File: config.mk
export PLATFORM = sky130hd
export DESIGN_NAME = ireg_host_port
export DESIGN_NICKNAME = d
export VERILOG_FILES = /design/src/rtl/ireg_pkg.sv /design/src/rtl/ireg_access_fsm.sv /design/src/rtl/ireg_file.sv /design/src/rtl/ireg_irq_merge.sv /design/src/rtl/ireg_host_port.sv
export SDC_FILE = /design/constraint.sdc
export NUM_CORES = 1
export LEC_CHECK = 0
export ABC_AREA = 1
export BUFFER_PORTS_ARGS = -buffer_cell sky130_fd_sc_hd__buf_2
export CORE_MARGIN = 2
export CORE_UTILIZATION = 55
export CTS_CLUSTER_SIZE = 20
export DETAILED_ROUTE_END_ITERATION = 6
export PLACE_DENSITY = 0.82
export RECOVER_POWER = 100
export SLEW_MARGIN = 10
export SYNTH_ARGS = -nofsm -noshare
export SYNTH_HDL_FRONTEND = slang
export SYNTH_SLANG_ARGS = --single-unit
File: constraint.sdc
create_clock -name clk -period 5.6 [get_ports clk]
set_clock_uncertainty 0.15 [all_clocks]
set_input_delay 1.12 -clock clk [delete_from_list [all_inputs] [get_ports clk]]
set_output_delay 1.12 -clock clk [all_outputs]
set_load 0.03 [all_outputs]
File: src/rtl/ireg_pkg.sv
package ireg_pkg;

    localparam int unsigned DATA_W     = 8;
    localparam int unsigned NUM_SRC    = 3;
    localparam int unsigned PINCTL_IDX = 0;
    localparam int unsigned PEND_IDX   = 1;

    localparam logic [1:0] ADDR_PTR  = 2'd0;
    localparam logic [1:0] ADDR_WIN  = 2'd1;
    localparam logic [1:0] ADDR_STAT = 2'd2;
    localparam logic [1:0] ADDR_PIO  = 2'd3;

    typedef enum logic [1:0] {
        ST_IDLE  = 2'd0,
        ST_WRITE = 2'd1,
        ST_READ  = 2'd2
    } host_st_t;

endpackage

File: src/rtl/ireg_access_fsm.sv
module ireg_access_fsm
    import ireg_pkg::*;
(
    input  logic clk,
    input  logic rst_n,
    input  logic host_wr,
    input  logic host_rd,
    output logic wr_fire,
    output logic rd_fire
);

    host_st_t state_q;
    host_st_t state_d;

    always_comb begin
        state_d = state_q;
        unique case (state_q)
            ST_IDLE: begin
                if (host_wr)      state_d = ST_WRITE;
                else if (host_rd) state_d = ST_READ;
            end
            ST_WRITE: if (!host_wr) state_d = ST_IDLE;
            ST_READ:  if (!host_rd) state_d = ST_IDLE;
            default:  state_d = ST_IDLE;
        endcase
    end

    always_ff @(posedge clk or negedge rst_n) begin
        if (!rst_n) state_q <= ST_IDLE;
        else        state_q <= state_d;
    end

    // An access is taken only in the idle state, so a long strobe acts once.
    always_comb begin
        wr_fire = 1'b0;
        rd_fire = 1'b0;
        unique case (state_q)
            ST_IDLE: begin
                wr_fire = host_wr;
                rd_fire = host_rd && !host_wr;
            end
            ST_WRITE, ST_READ: begin
                wr_fire = 1'b0;
                rd_fire = 1'b0;
            end
            default: begin
                wr_fire = 1'b0;
                rd_fire = 1'b0;
            end
        endcase
    end

endmodule

File: src/rtl/ireg_file.sv
module ireg_file
    import ireg_pkg::*;
#(
    parameter int unsigned NREG = 37,
    parameter int unsigned IDXW = $clog2(NREG)
) (
    input  logic                   clk,
    input  logic                   rst_n,
    input  logic                   we,
    input  logic [IDXW-1:0]        widx,
    input  logic [DATA_W-1:0]      wdata,
    input  logic [IDXW-1:0]        ridx,
    output logic [DATA_W-1:0]      rdata,
    output logic [NREG*DATA_W-1:0] cfg_flat
);

    logic [DATA_W-1:0] slot [NREG];

    for (genvar g = 0; g < NREG; g++) begin : g_slot
        if (g == PEND_IDX) begin : g_hole
            // The pending bits live in the interrupt merger.
            assign slot[g] = '0;
        end else begin : g_store
            logic [DATA_W-1:0] byte_q;
            always_ff @(posedge clk or negedge rst_n) begin
                if (!rst_n)                          byte_q <= '0;
                else if (we && widx == IDXW'(g))     byte_q <= wdata;
            end
            assign slot[g] = byte_q;
        end
        assign cfg_flat[g*DATA_W +: DATA_W] = slot[g];
    end

    // An index beyond the file matches no entry and reads as zero.
    always_comb begin
        rdata = '0;
        for (int i = 0; i < NREG; i++) begin
            if (ridx == IDXW'(i)) rdata = slot[i];
        end
    end

endmodule

File: src/rtl/ireg_irq_merge.sv
module ireg_irq_merge
    import ireg_pkg::*;
(
    input  logic               clk,
    input  logic               rst_n,
    input  logic [NUM_SRC-1:0] src,
    input  logic               clr_all,
    input  logic               mask_we,
    input  logic [NUM_SRC-1:0] keep_mask,
    input  logic               ien,
    output logic [NUM_SRC-1:0] pend,
    output logic               int_flag
);

    for (genvar s = 0; s < NUM_SRC; s++) begin : g_src
        logic bit_q;
        logic kept;
        always_comb begin
            kept = bit_q;
            if (clr_all)      kept = 1'b0;
            else if (mask_we) kept = bit_q & keep_mask[s];
        end
        // A new event wins over a clear in the same cycle.
        always_ff @(posedge clk or negedge rst_n) begin
            if (!rst_n) bit_q <= 1'b0;
            else        bit_q <= src[s] | kept;
        end
        assign pend[s] = bit_q;
    end

    assign int_flag = ien & (|pend);

endmodule

File: src/rtl/ireg_host_port.sv
module ireg_host_port
    import ireg_pkg::*;
#(
    parameter int unsigned NREG = 37
) (
    input  logic                   clk,
    input  logic                   rst_n,
    input  logic [1:0]             host_addr,
    input  logic [7:0]             host_wdata,
    input  logic                   host_wr,
    input  logic                   host_rd,
    output logic [7:0]             host_rdata,
    output logic [7:0]             pb_data,
    output logic                   pb_valid,
    input  logic [7:0]             cap_data,
    output logic                   cap_take,
    input  logic                   src_pb_done,
    input  logic                   src_cap_done,
    input  logic                   src_tmr_done,
    output logic                   irq,
    output logic [NREG*DATA_W-1:0] cfg_image
);

    localparam int unsigned IDXW = $clog2(NREG);

    logic                wr_fire;
    logic                rd_fire;
    logic [IDXW-1:0]     idx_q;
    logic [DATA_W-1:0]   win_rdata;
    logic [NUM_SRC-1:0]  pend_w;
    logic                int_flag;
    logic                win_we;
    logic                pend_we;
    logic                stat_we;

    ireg_access_fsm u_fsm (
        .clk     (clk),
        .rst_n   (rst_n),
        .host_wr (host_wr),
        .host_rd (host_rd),
        .wr_fire (wr_fire),
        .rd_fire (rd_fire)
    );

    always_ff @(posedge clk or negedge rst_n) begin
        if (!rst_n)                                idx_q <= '0;
        else if (wr_fire && host_addr == ADDR_PTR) idx_q <= host_wdata[IDXW-1:0];
    end

    assign win_we  = wr_fire && (host_addr == ADDR_WIN);
    assign pend_we = win_we && (idx_q == IDXW'(PEND_IDX));
    assign stat_we = wr_fire && (host_addr == ADDR_STAT);

    ireg_file #(.NREG(NREG), .IDXW(IDXW)) u_file (
        .clk      (clk),
        .rst_n    (rst_n),
        .we       (win_we),
        .widx     (idx_q),
        .wdata    (host_wdata),
        .ridx     (idx_q),
        .rdata    (win_rdata),
        .cfg_flat (cfg_image)
    );

    ireg_irq_merge u_irq (
        .clk       (clk),
        .rst_n     (rst_n),
        .src       ({src_tmr_done, src_cap_done, src_pb_done}),
        .clr_all   (stat_we),
        .mask_we   (pend_we),
        .keep_mask (host_wdata[NUM_SRC-1:0]),
        .ien       (cfg_image[PINCTL_IDX*DATA_W]),
        .pend      (pend_w),
        .int_flag  (int_flag)
    );

    always_comb begin
        unique case (host_addr)
            ADDR_PTR:  host_rdata = {{(DATA_W-IDXW){1'b0}}, idx_q};
            ADDR_WIN:  host_rdata = (idx_q == IDXW'(PEND_IDX))
                                    ? {{(DATA_W-NUM_SRC){1'b0}}, pend_w}
                                    : win_rdata;
            ADDR_STAT: host_rdata = {{(DATA_W-NUM_SRC-1){1'b0}}, pend_w, int_flag};
            ADDR_PIO:  host_rdata = cap_data;
            default:   host_rdata = '0;
        endcase
    end

    assign pb_data  = host_wdata;
    assign pb_valid = wr_fire && (host_addr == ADDR_PIO);
    assign cap_take = rd_fire && (host_addr == ADDR_PIO);
    assign irq      = int_flag;

endmodule

After elaboration in Yosys (flattened, before gate mapping)
Cells that the tools add are included.
Operators by class
  multiplexer cells: 51
  eq/ne operators: 44
  bitwise gates (word level): 7
  reduce and logical (&&, ||, !) cells: 49
Operator list (number)
  8-bit two-way mux: 37
  6-bit by 5-bit equality test with 1-bit output (second input constant): 16
  6-bit by 4-bit equality test with 1-bit output (second input constant): 8
  1-bit logical AND: 43
  8-bit case mux with 4 select lines: 1
  6-bit equality test (second input constant): 5
  6-bit by 3-bit equality test with 1-bit output (second input constant): 4
  6-bit by 2-bit equality test with 1-bit output (second input constant): 2
  1-bit two-way mux: 8
  2-bit two-way mux: 4
  2-bit equality test (second input constant): 3
  6-bit by 1-bit equality test with 1-bit output (second input constant): 1
  6-bit zero test: 1
  2-bit case mux with 3 select lines: 1
  1-bit AND: 4
  2-bit by 1-bit equality test with 1-bit output (second input constant): 2
  2-bit zero test: 2
  2-bit != test (second input constant): 2
  3-bit != test (second input constant): 1
  1-bit bitwise OR: 3
  3-bit AND reduction: 1
  3-bit OR reduction: 1
  1-bit zero test: 1
Word-level totals
  bits of input ports: 25
  output and inout bits: 315
  word-level logic and storage cells: 192
  flip-flop bits (word level): 299

Logic depth before layout (Yosys ltp)
Gate-level depths: netlist of run 1.
  word-level depth: 39
  gate-level depth with buffers: 31

Modules after synthesis
A second synthesis of run 1 with hierarchy kept.
Second synthesis, totals
  cell total of the unflattened synthesis: 1786
  area, all modules: 14013.4 um^2
Modules (own cells, without submodules)
  ireg_file: cells an instance 1653, times used 1, area each 13113.8 um^2
  ireg_host_port: cells an instance 91, times used 1, area each 620.6 um^2
  ireg_irq_merge: cells an instance 30, times used 1, area each 188.9 um^2
  ireg_access_fsm: cells an instance 12, times used 1, area each 90.1 um^2

Worst setup path after synthesis of run 1
Ideal clock, no wire load.
  kind: reg-to-output
  start: register idx_q[5]
  end: output host_rdata[1]
  data arrival time: 2.493 ns
  data required time: 4.330 ns
  slack: 1.837 ns
  stages on the path, launching flop included: 23
  buffers on the path: 1
  cells stage by stage: dfrtp_1 -> nor2_4 -> inv_6 -> buf_6 -> nor2_4 -> inv_2 -> or2_0 -> nand2_1 -> nand4_1 -> nor2_1 -> nand4_1 -> nor2_1 -> nand4_1 -> nor2_1 -> nand4_1 -> nand2_1 -> nand4_1 -> nand2_1 -> nand3_1 -> nand2_1 -> nand3_1 -> nand2_1 -> nand3_1
On the way
  cells in the longest elaborated chain, start to end: 39
  elaborated cells on any way between the ends: 75
  those cells by class: 36 x eq/ne; 38 x mux; 1 x reduce/logical
RTL lines
  from (decl): line ireg_host_port.sv:28  | logic [IDXW-1:0] idx_q;
  from (signal assigned): line ireg_host_port.sv:47  | else if (wr_fire && host_addr == ADDR_PTR) idx_q <= host_wdata[IDXW-1:0];
  6-bit zero test: line ireg_file.sv:38  | if (ridx == IDXW'(i)) rdata = slot[i];
  8-bit two-way mux (36 in series): line ireg_file.sv:38
  8-bit two-way mux *: line ireg_host_port.sv:81  | ? {{(DATA_W-NUM_SRC){1'b0}}, pend_w}
  8-bit case mux with 4 select lines *: line ireg_host_port.sv:78  | unique case (host_addr)
  to (decl): line ireg_host_port.sv:12  | output logic [7:0] host_rdata,
Every way passes the cells marked *; elsewhere a longest branch is shown, timed or not.

Worst setup path after layout of run 1
  start: register idx_q[3]
  end: output host_rdata[1]
Same word-level chain as after synthesis.

==> results of run 1 <==
cell type report:
type	instances	area (um2)
tap	330	412.9
clock inverter	12	196.4
inverter	119	454.2
sequential	299	7490
timing repair buffer	352	1450
clock buffer	44	884.6
multi-input combinational	1236	5515
fill	2235	8488
critical path, cell delays in order, from the launching register on:
cell,delay [ns]
sky130_fd_sc_hd__dfrtp_2,0.46
sky130_fd_sc_hd__buf_4,0.15
sky130_fd_sc_hd__inv_1,0.04
sky130_fd_sc_hd__nor2_2,0.13
sky130_fd_sc_hd__inv_1,0.07
sky130_fd_sc_hd__nor2_1,0.11
sky130_fd_sc_hd__inv_1,0.09
sky130_fd_sc_hd__nor2_4,0.22
sky130_fd_sc_hd__inv_2,0.06
sky130_fd_sc_hd__or2_0,0.20
sky130_fd_sc_hd__nand2_1,0.07
sky130_fd_sc_hd__nand4_1,0.07
sky130_fd_sc_hd__nor2_1,0.20
sky130_fd_sc_hd__nand4_1,0.16
sky130_fd_sc_hd__nor2_1,0.13
sky130_fd_sc_hd__nand4_1,0.10
sky130_fd_sc_hd__nor2_1,0.19
sky130_fd_sc_hd__nand4_1,0.17
sky130_fd_sc_hd__nand2_1,0.09
sky130_fd_sc_hd__nand4_1,0.10
sky130_fd_sc_hd__nand2_1,0.10
sky130_fd_sc_hd__nand3_1,0.08
sky130_fd_sc_hd__nand2_1,0.09
sky130_fd_sc_hd__nand3_1,0.07
sky130_fd_sc_hd__nand2_1,0.06
sky130_fd_sc_hd__nand3_1,0.08
sky130_fd_sc_hd__clkbuf_2,0.19
registers in the layout, summed over array words and instances (netlist names):
register	cells
u_irq.g_src.bit_q	3
u_fsm.state_q	2
u_file.g_slot.g_store.byte_q	288
idx_q	6
metal layers:
layer  vias to the layer above  part of all wire
li1                       6173                 -
met1                      6410              0.40
met2                       870              0.46
met3                       149              0.10
met4                         0             0.038
met5                         -                 0
worst paths after layout:
path / end / from / cells past startpoint / slack (ns)
worst min register to register: u_fsm.state_q[0] / u_fsm.state_q[1] / 1 / 0.33
min in group asynchronous: u_file.g_slot[2].g_store.byte_q[3] / rst_n / 1 / 1.93
worst max-delay path: host_rdata[1] / idx_q[3] / 26 / 0.25
worst max register to register: u_file.g_slot[33].g_store.byte_q[0] / idx_q[0] / 9 / 2.70
max in group asynchronous: u_file.g_slot[17].g_store.byte_q[0] / rst_n / 2 / 0.72
worst min-delay path: u_fsm.state_q[0] / u_fsm.state_q[1] / 1 / 0.33
per-stage QoR:
stage / std cells / worst slack [ns] / util / area [um2]
5_1_grt: 2392 / 0.02068 / 0.6590 / 16400
3_3_place_gp: 2331 / 0.8040 / 0.6278 / 15630
6_report: 2392 / 0.2451 / 0.6590 / 16400
2_1_floorplan: 1748 / 1.837 / - / 13840
3_5_place_dp: 2331 / 0.7361 / 0.6278 / 15630
4_1_cts: 2387 / 0.05140 / 0.6713 / 16710
logic make-up (layout without fill, tap and decap cells):
family                 after synthesis  in the layout  synth area share
flip-flops                         299            299            0.5415
other                                1              8         0.0002714
AO/OA/AOI/OAI                      357            357            0.1308
buffers and inverters              213            527           0.06429
AND/OR/NAND/NOR                    871            871            0.2632
what timing repair did:
| action | in CTS | in global routing |
|---|---|---|
| resized for setup | 0 | 19 |
| endpoints found under the setup margin | 0 | 4 |
| buffers inserted | 0 | 5 |
| hold buffers | 0 | 0 |
cells in the mapped netlist:
library cell	n	area share
sky130_fd_sc_hd__nand2_1	638	0.17
sky130_fd_sc_hd__o21ai_0	300	0.11
sky130_fd_sc_hd__dfrtp_1	299	0.54
sky130_fd_sc_hd__inv_1	113	0.031
sky130_fd_sc_hd__nor2_1	89	0.024
sky130_fd_sc_hd__clkbuf_1	73	0.020
sky130_fd_sc_hd__a21oi_1	49	0.018
sky130_fd_sc_hd__nand4_1	41	0.019
sky130_fd_sc_hd__nand3_1	39	0.014
sky130_fd_sc_hd__or2_2	34	0.015
sky130_fd_sc_hd__buf_4	18	0.0098
sky130_fd_sc_hd__nor2_2	10	0.0045
sky130_fd_sc_hd__nor2_4	8	0.0065
sky130_fd_sc_hd__inv_2	5	0.0014
sky130_fd_sc_hd__or2_0	5	0.0023
sky130_fd_sc_hd__a31o_2	3	0.0019
sky130_fd_sc_hd__nor3b_1	3	0.0016
sky130_fd_sc_hd__buf_6	2	0.0016
sky130_fd_sc_hd__o21ai_1	2	0.00072
sky130_fd_sc_hd__o31ai_1	2	0.0011
sky130_fd_sc_hd__a22o_1	1	0.00063
sky130_fd_sc_hd__buf_2	1	0.00036
sky130_fd_sc_hd__conb_1	1	0.00027
sky130_fd_sc_hd__inv_6	1	0.00063
sky130_fd_sc_hd__nand2_2	1	0.00045
sky130_fd_sc_hd__nor2_8	1	0.0014
sky130_fd_sc_hd__nor3_1	1	0.00036
sky130_fd_sc_hd__nor4_1	1	0.00045
power groups by stage:
stage / Combinational (mW) / Clock, mW / Sequential (mW)
floorplan: 0.525 / 0 / 2.84
global placement: 1.24 / 0 / 2.58
detailed placement: 1.26 / 0 / 2.58
CTS: 1.27 / 2.21 / 2.55
global route: 1.35 / 2.30 / 2.58
finish: 1.25 / 2.19 / 2.56
==> results.ini, run 1 <==
[die]
floorplan.core_area_um2 = 24890
effective_utilization_at_floorplan = 0.5551
core.rowCount = 58
num_ports = 340
die_area_um2 = 26410
floorplan.die.width_um = 162.5
die_height_um = 162.5

[power]
leakagePower_nw = 7.401
power.combinational.fraction = 0.208
p_total_mw = 6.006
power.net_switching_mw = 2.051
power.density_nw_per_um2 = 366.1
vdd_ir_max_uv = 257.5
pwr-share-seq = 0.427
cellInternalPower_mw = 3.955
power.switching_fraction = 0.3415
part_of_the_total_power_dissipated_in_the_clock_network = 0.365

[global_route]
gr-max-usage-layer = met2
first_global_vias = 12780
antenna_found_initial = 0
global_route.usage.met3 = 0.06519
first_pass_grt_wire_length_um = 72640
groute.layer.met2.usage = 0.5731
grt_util_all_layers = 0.3557
globalRouteOverflowTotal = 0
groute.layer.met1.usage = 0.4879
maximum_number_of_pins_on_one_net_before_global_route_repair = 143

[sta]
report.final.setup_viol = 0
maxClockFrequency_ghz = 0.1867
maxSlewViolCount = 77
setup_total_negative_slack_ns = 0
hold_slack_ns = 0.3315
final_hold_viol_count = 0
finalWorstPathRequiredPeriod_ns = 5.355
ratio_of_final_minimum_period_to_clock_period = 0.9562
slew-limit-headroom = -1.532
rsz0062_at_grt = false
worst-slew-pin-transition_ns = 3.798

[logic_synthesis]
postSynthRegisterBits = 299
synth_area_per_cell_um2 = 7.937
synth_cell_type_count = 28
synth-seq-area-share = 0.5415
netlist_instances = 1741
ys.warnings.count = 0
syn_area_um2 = 13820

[clocking]
tritoncts_clock_tree = built
clkSinkCount = 299
ctsHtreeMaxLevel = 1
bufs_on_longest_clock_path = 3
worst_skew_pair.late_latency_ns = 0.57
clockRootBuffer = sky130_fd_sc_hd__clkbuf_16
cts.clk_slew.worst_paths_ns = 0.07
cts_inserted_buffers = 31

[detailed_routing]
drt-total-wl_um = 47640
firstDrtPassIters = 6
drt-wirelength-per-cell_um = 19.92
detail_route.iter0.violations = 1463
num_vias = 13600
count_of_nets_left_with_antenna_violations_after_detail_routing = 0
drcViolationCount = 0
vias_per_cell = 5.686

[critical_path]
worst-setup-path-type = reg -> out
worst_setup_path_end_kind = output pin
arrival_ns = 4.08
timing.critical_path.fanout_max = 9
critical_path.startpoint_type = flop
cp.required_ns = 4.33

[placement]
dp_hpwl_um = 32660
finalWeightedCongestion = 0.9276
port-buffer-count = 331

[job]
number_of_maximum_capacitance_constraint_violations = 1

[cells_and_area]
insertedDiodeCount = 0
area_growth_syn_to_layout_pct = 18.71
design.final.nets = 2064
layout_common_cells = 633 x sky130_fd_sc_hd__nand2_1, 308 x sky130_fd_sc_hd__clkbuf_1, 300 x sky130_fd_sc_hd__o21ai_0, 293 x sky130_fd_sc_hd__dfrtp_1, 108 x sky130_fd_sc_hd__inv_1
final_layout_size_suffix_gt1_frac = 0.08875
final_common_cell = sky130_fd_sc_hd__nand2_1

[outcome]
violations_in_the_final_reports = capacitance limit, slew limit
status = finished with violations

[hold_path]
worstHoldPathType = reg -> reg

Note: power is estimated with default switching activity, not from simulation.
==> run 2, diff against run 1 <==
--- a/config.mk
+++ b/config.mk
@@ -8,10 +8,10 @@
 export ABC_AREA = 1
 export BUFFER_PORTS_ARGS = -buffer_cell sky130_fd_sc_hd__buf_2
 export CORE_MARGIN = 2
-export CORE_UTILIZATION = 55
+export CORE_UTILIZATION = 54
 export CTS_CLUSTER_SIZE = 20
 export DETAILED_ROUTE_END_ITERATION = 6
-export PLACE_DENSITY = 0.82
+export PLACE_DENSITY = 0.81
 export RECOVER_POWER = 100
 export SLEW_MARGIN = 10
 export SYNTH_ARGS = -nofsm -noshare
==> constraint.sdc (replaced) <==
create_clock -name clk -period 5.46 [get_ports clk]
set_clock_uncertainty 0.15 [all_clocks]
set_input_delay 1.092 -clock clk [delete_from_list [all_inputs] [get_ports clk]]
set_output_delay 1.092 -clock clk [all_outputs]
set_load 0.03 [all_outputs]
==> results.ini, run 2 (synthesis gave the netlist of run 1 again) <==
[outcome]
status = finished with violations
violations_in_the_final_reports = capacitance limit, slew limit

[die]
die_height_um = 164.0
die_area_um2 = 26880
num_ports = 340
floorplan.die.width_um = 164.0
effective_utilization_at_floorplan = 0.5487
core.rowCount = 58
floorplan.core_area_um2 = 25180

[critical_path]
worst_r2r_startpoint = u_fsm.state_q[1]
cp.required_ns = 4.22
crit-reg2reg-capture = u_file.g_slot[20].g_store.byte_q[0]
worst_path_most_repeated_cell = sky130_fd_sc_hd__nand2_2
worst_setup_path_end_kind = output pin
timing.critical_path.fanout_max = 6
cpPeakStageDelay_ns = 0.47
r2r.worst_path.cells = 7
cpMaxStageDelayCell = sky130_fd_sc_hd__dfrtp_2
critical_path.startpoint_type = flop
arrival_ns = 4.01
rrSetupSlack_ns = 1.23
worst-setup-path-type = reg -> out

[global_route]
grt_util_all_layers = 0.3466
maximum_number_of_pins_on_one_net_before_global_route_repair = 125
globalRouteOverflowTotal = 0
antenna_found_initial = 0
first_global_vias = 13020
first_pass_grt_wire_length_um = 71700

[clocking]
total_of_hold_buffers_inserted_after_clock_tree_synthesis = 0
cts_inserted_buffers = 31
worst_skew_pair.late_latency_ns = 0.56
tritoncts_clock_tree = built
clkSinkCount = 299
clockRootBuffer = sky130_fd_sc_hd__clkbuf_16
cts.clk_slew.worst_paths_ns = 0.07
ctsHtreeMaxLevel = 1
bufs_on_longest_clock_path = 3

[sta]
slew-limit-headroom = -1.162
report.final.setup_viol = 0
finalWorstPathRequiredPeriod_ns = 5.250
hold_slack_ns = 0.3395
ratio_of_final_minimum_period_to_clock_period = 0.9615
maxClockFrequency_ghz = 0.1905
maxSlewViolCount = 147
worst-slew-pin-transition_ns = 3.243
final_hold_viol_count = 0

[power]
vdd_ir_max_uv = 265.6
p_total_mw = 6.114
leakagePower_nw = 7.455
power.density_nw_per_um2 = 371.1

[job]
number_of_maximum_capacitance_constraint_violations = 2

[cells_and_area]
layout_top_registers = u_file.g_slot.g_store.byte_q x288, idx_q x6, u_irq.g_src.bit_q x3
largest_register_ff_count = 288
final_layout_size_suffix_gt1_frac = 0.09687
largest-register = u_file.g_slot.g_store.byte_q
final_common_cell = sky130_fd_sc_hd__nand2_1
final_cell_count_no_fill = 2406
layout_common_cells = 629 x sky130_fd_sc_hd__nand2_1, 308 x sky130_fd_sc_hd__clkbuf_1, 300 x sky130_fd_sc_hd__o21ai_0, 293 x sky130_fd_sc_hd__dfrtp_1, 109 x sky130_fd_sc_hd__inv_1
design.final.nets = 2075
finish.instance_area_um2 = 16470
area_growth_syn_to_layout_pct = 19.21

[detailed_routing]
count_of_nets_left_with_antenna_violations_after_detail_routing = 0
drt-total-wl_um = 47420
drcViolationCount = 0
firstDrtPassIters = 6
num_vias = 13740
vias_per_cell = 5.710
drt-wirelength-per-cell_um = 19.71
detail_route.iter0.violations = 1476

[placement]
dp_hpwl_um = 32860
port-buffer-count = 331
place_area_um2 = 15650
dpl.cell_count = 2335
finalWeightedCongestion = 0.9374

[hold_path]
worst_hold_startpoint = u_fsm.state_q[1]
worstHoldPathType = reg -> reg
min_delay_worst_endpoint = u_fsm.state_q[0]
holdPathStages = 1

==> run 2: cell types whose count changed in the layout (fill, tap and decap cells not counted), sizes merged <==
cell | previous run | this run
diode | 0 | 1
clkinv | 6 | 12
clkbuf | 349 | 353
bufinv | 5 | 3
clkinvlp | 3 | 4
clkdlybuf4s25 | 1 | 0
buf | 46 | 51
==> run 2: area by class of cell <==
type	count	area [um2]
Clock buffer	41	873.3
Inverter	119	459.2
Antenna cell	1	2.502
Tap cell	330	412.9
Timing Repair Buffer	363	1508
Clock inverter	17	177.7
Sequential cell	299	7490
Fill cell	2275	8708
Multi-Input combinational cell	1236	5550
==> run 2: report_power, final <==
part / total (mW) / internal [mW] / switching (mW) / leakage [nW]
Combinational: 1.32 / 0.315 / 1.00 / 2.83
Sequential: 2.63 / 2.40 / 0.226 / 4.11
Clock: 2.17 / 1.27 / 0.902 / 0.513
==> run 2: metrics by stage <==
| stage | utilization | worst slack [ns] | TNS (ns) |
|---|---|---|---|
| 2_1_floorplan | - | 1.725 | 0 |
| 3_3_place_gp | 0.6213 | 0.7193 | 0 |
| 3_5_place_dp | 0.6213 | 0.6859 | 0 |
| 4_1_cts | 0.6630 | 0.003308 | 0 |
| 5_1_grt | 0.6541 | -0.007915 | -0.007915 |
| 6_report | 0.6542 | 0.2103 | 0 |
==> run 2: what timing repair did <==
item	4_1_cts	5_1_grt
setup buffers	0	12
resized for setup	0	33
setup endpoints to repair	0	7
==> run 2: worst max-delay path by stage <==
stage | startpoint | endpoint | slack [ns] | depth (start not counted)
2_1_floorplan | idx_q[5] | host_rdata[1] | 1.72 | 22
3_3_place_gp | idx_q[1] | host_rdata[7] | 0.72 | 29
3_5_place_dp | idx_q[1] | host_rdata[7] | 0.69 | 29
4_1_cts | idx_q[1] | host_rdata[7] | 0.003 | 29
5_1_grt | idx_q[0] | host_rdata[7] | -0.008 | 29
6_report | idx_q[0] | host_rdata[7] | 0.21 | 29
==> run 2: worst max-delay path: cells and delay by family (launching register included) <==
family / cells / cell delay, ns
flip-flops: 1 / 0.47
AO/OA/AOI/OAI: 1 / 0.14
AND/OR/NAND/NOR: 26 / 2.64
buffers and inverters: 2 / 0.21
==> run 2: per-layer routing <==
| metal | part of all wire | global-route usage | vias up |
|---|---|---|---|
| met1 | 0.39 | 0.4695 | 6495 |
| met5 | 0 | 0 | - |
| met3 | 0.11 | 0.07247 | 151 |
| met2 | 0.47 | 0.5481 | 896 |
| met4 | 0.037 | 0.1419 | 0 |
| li1 | - | - | 6196 |
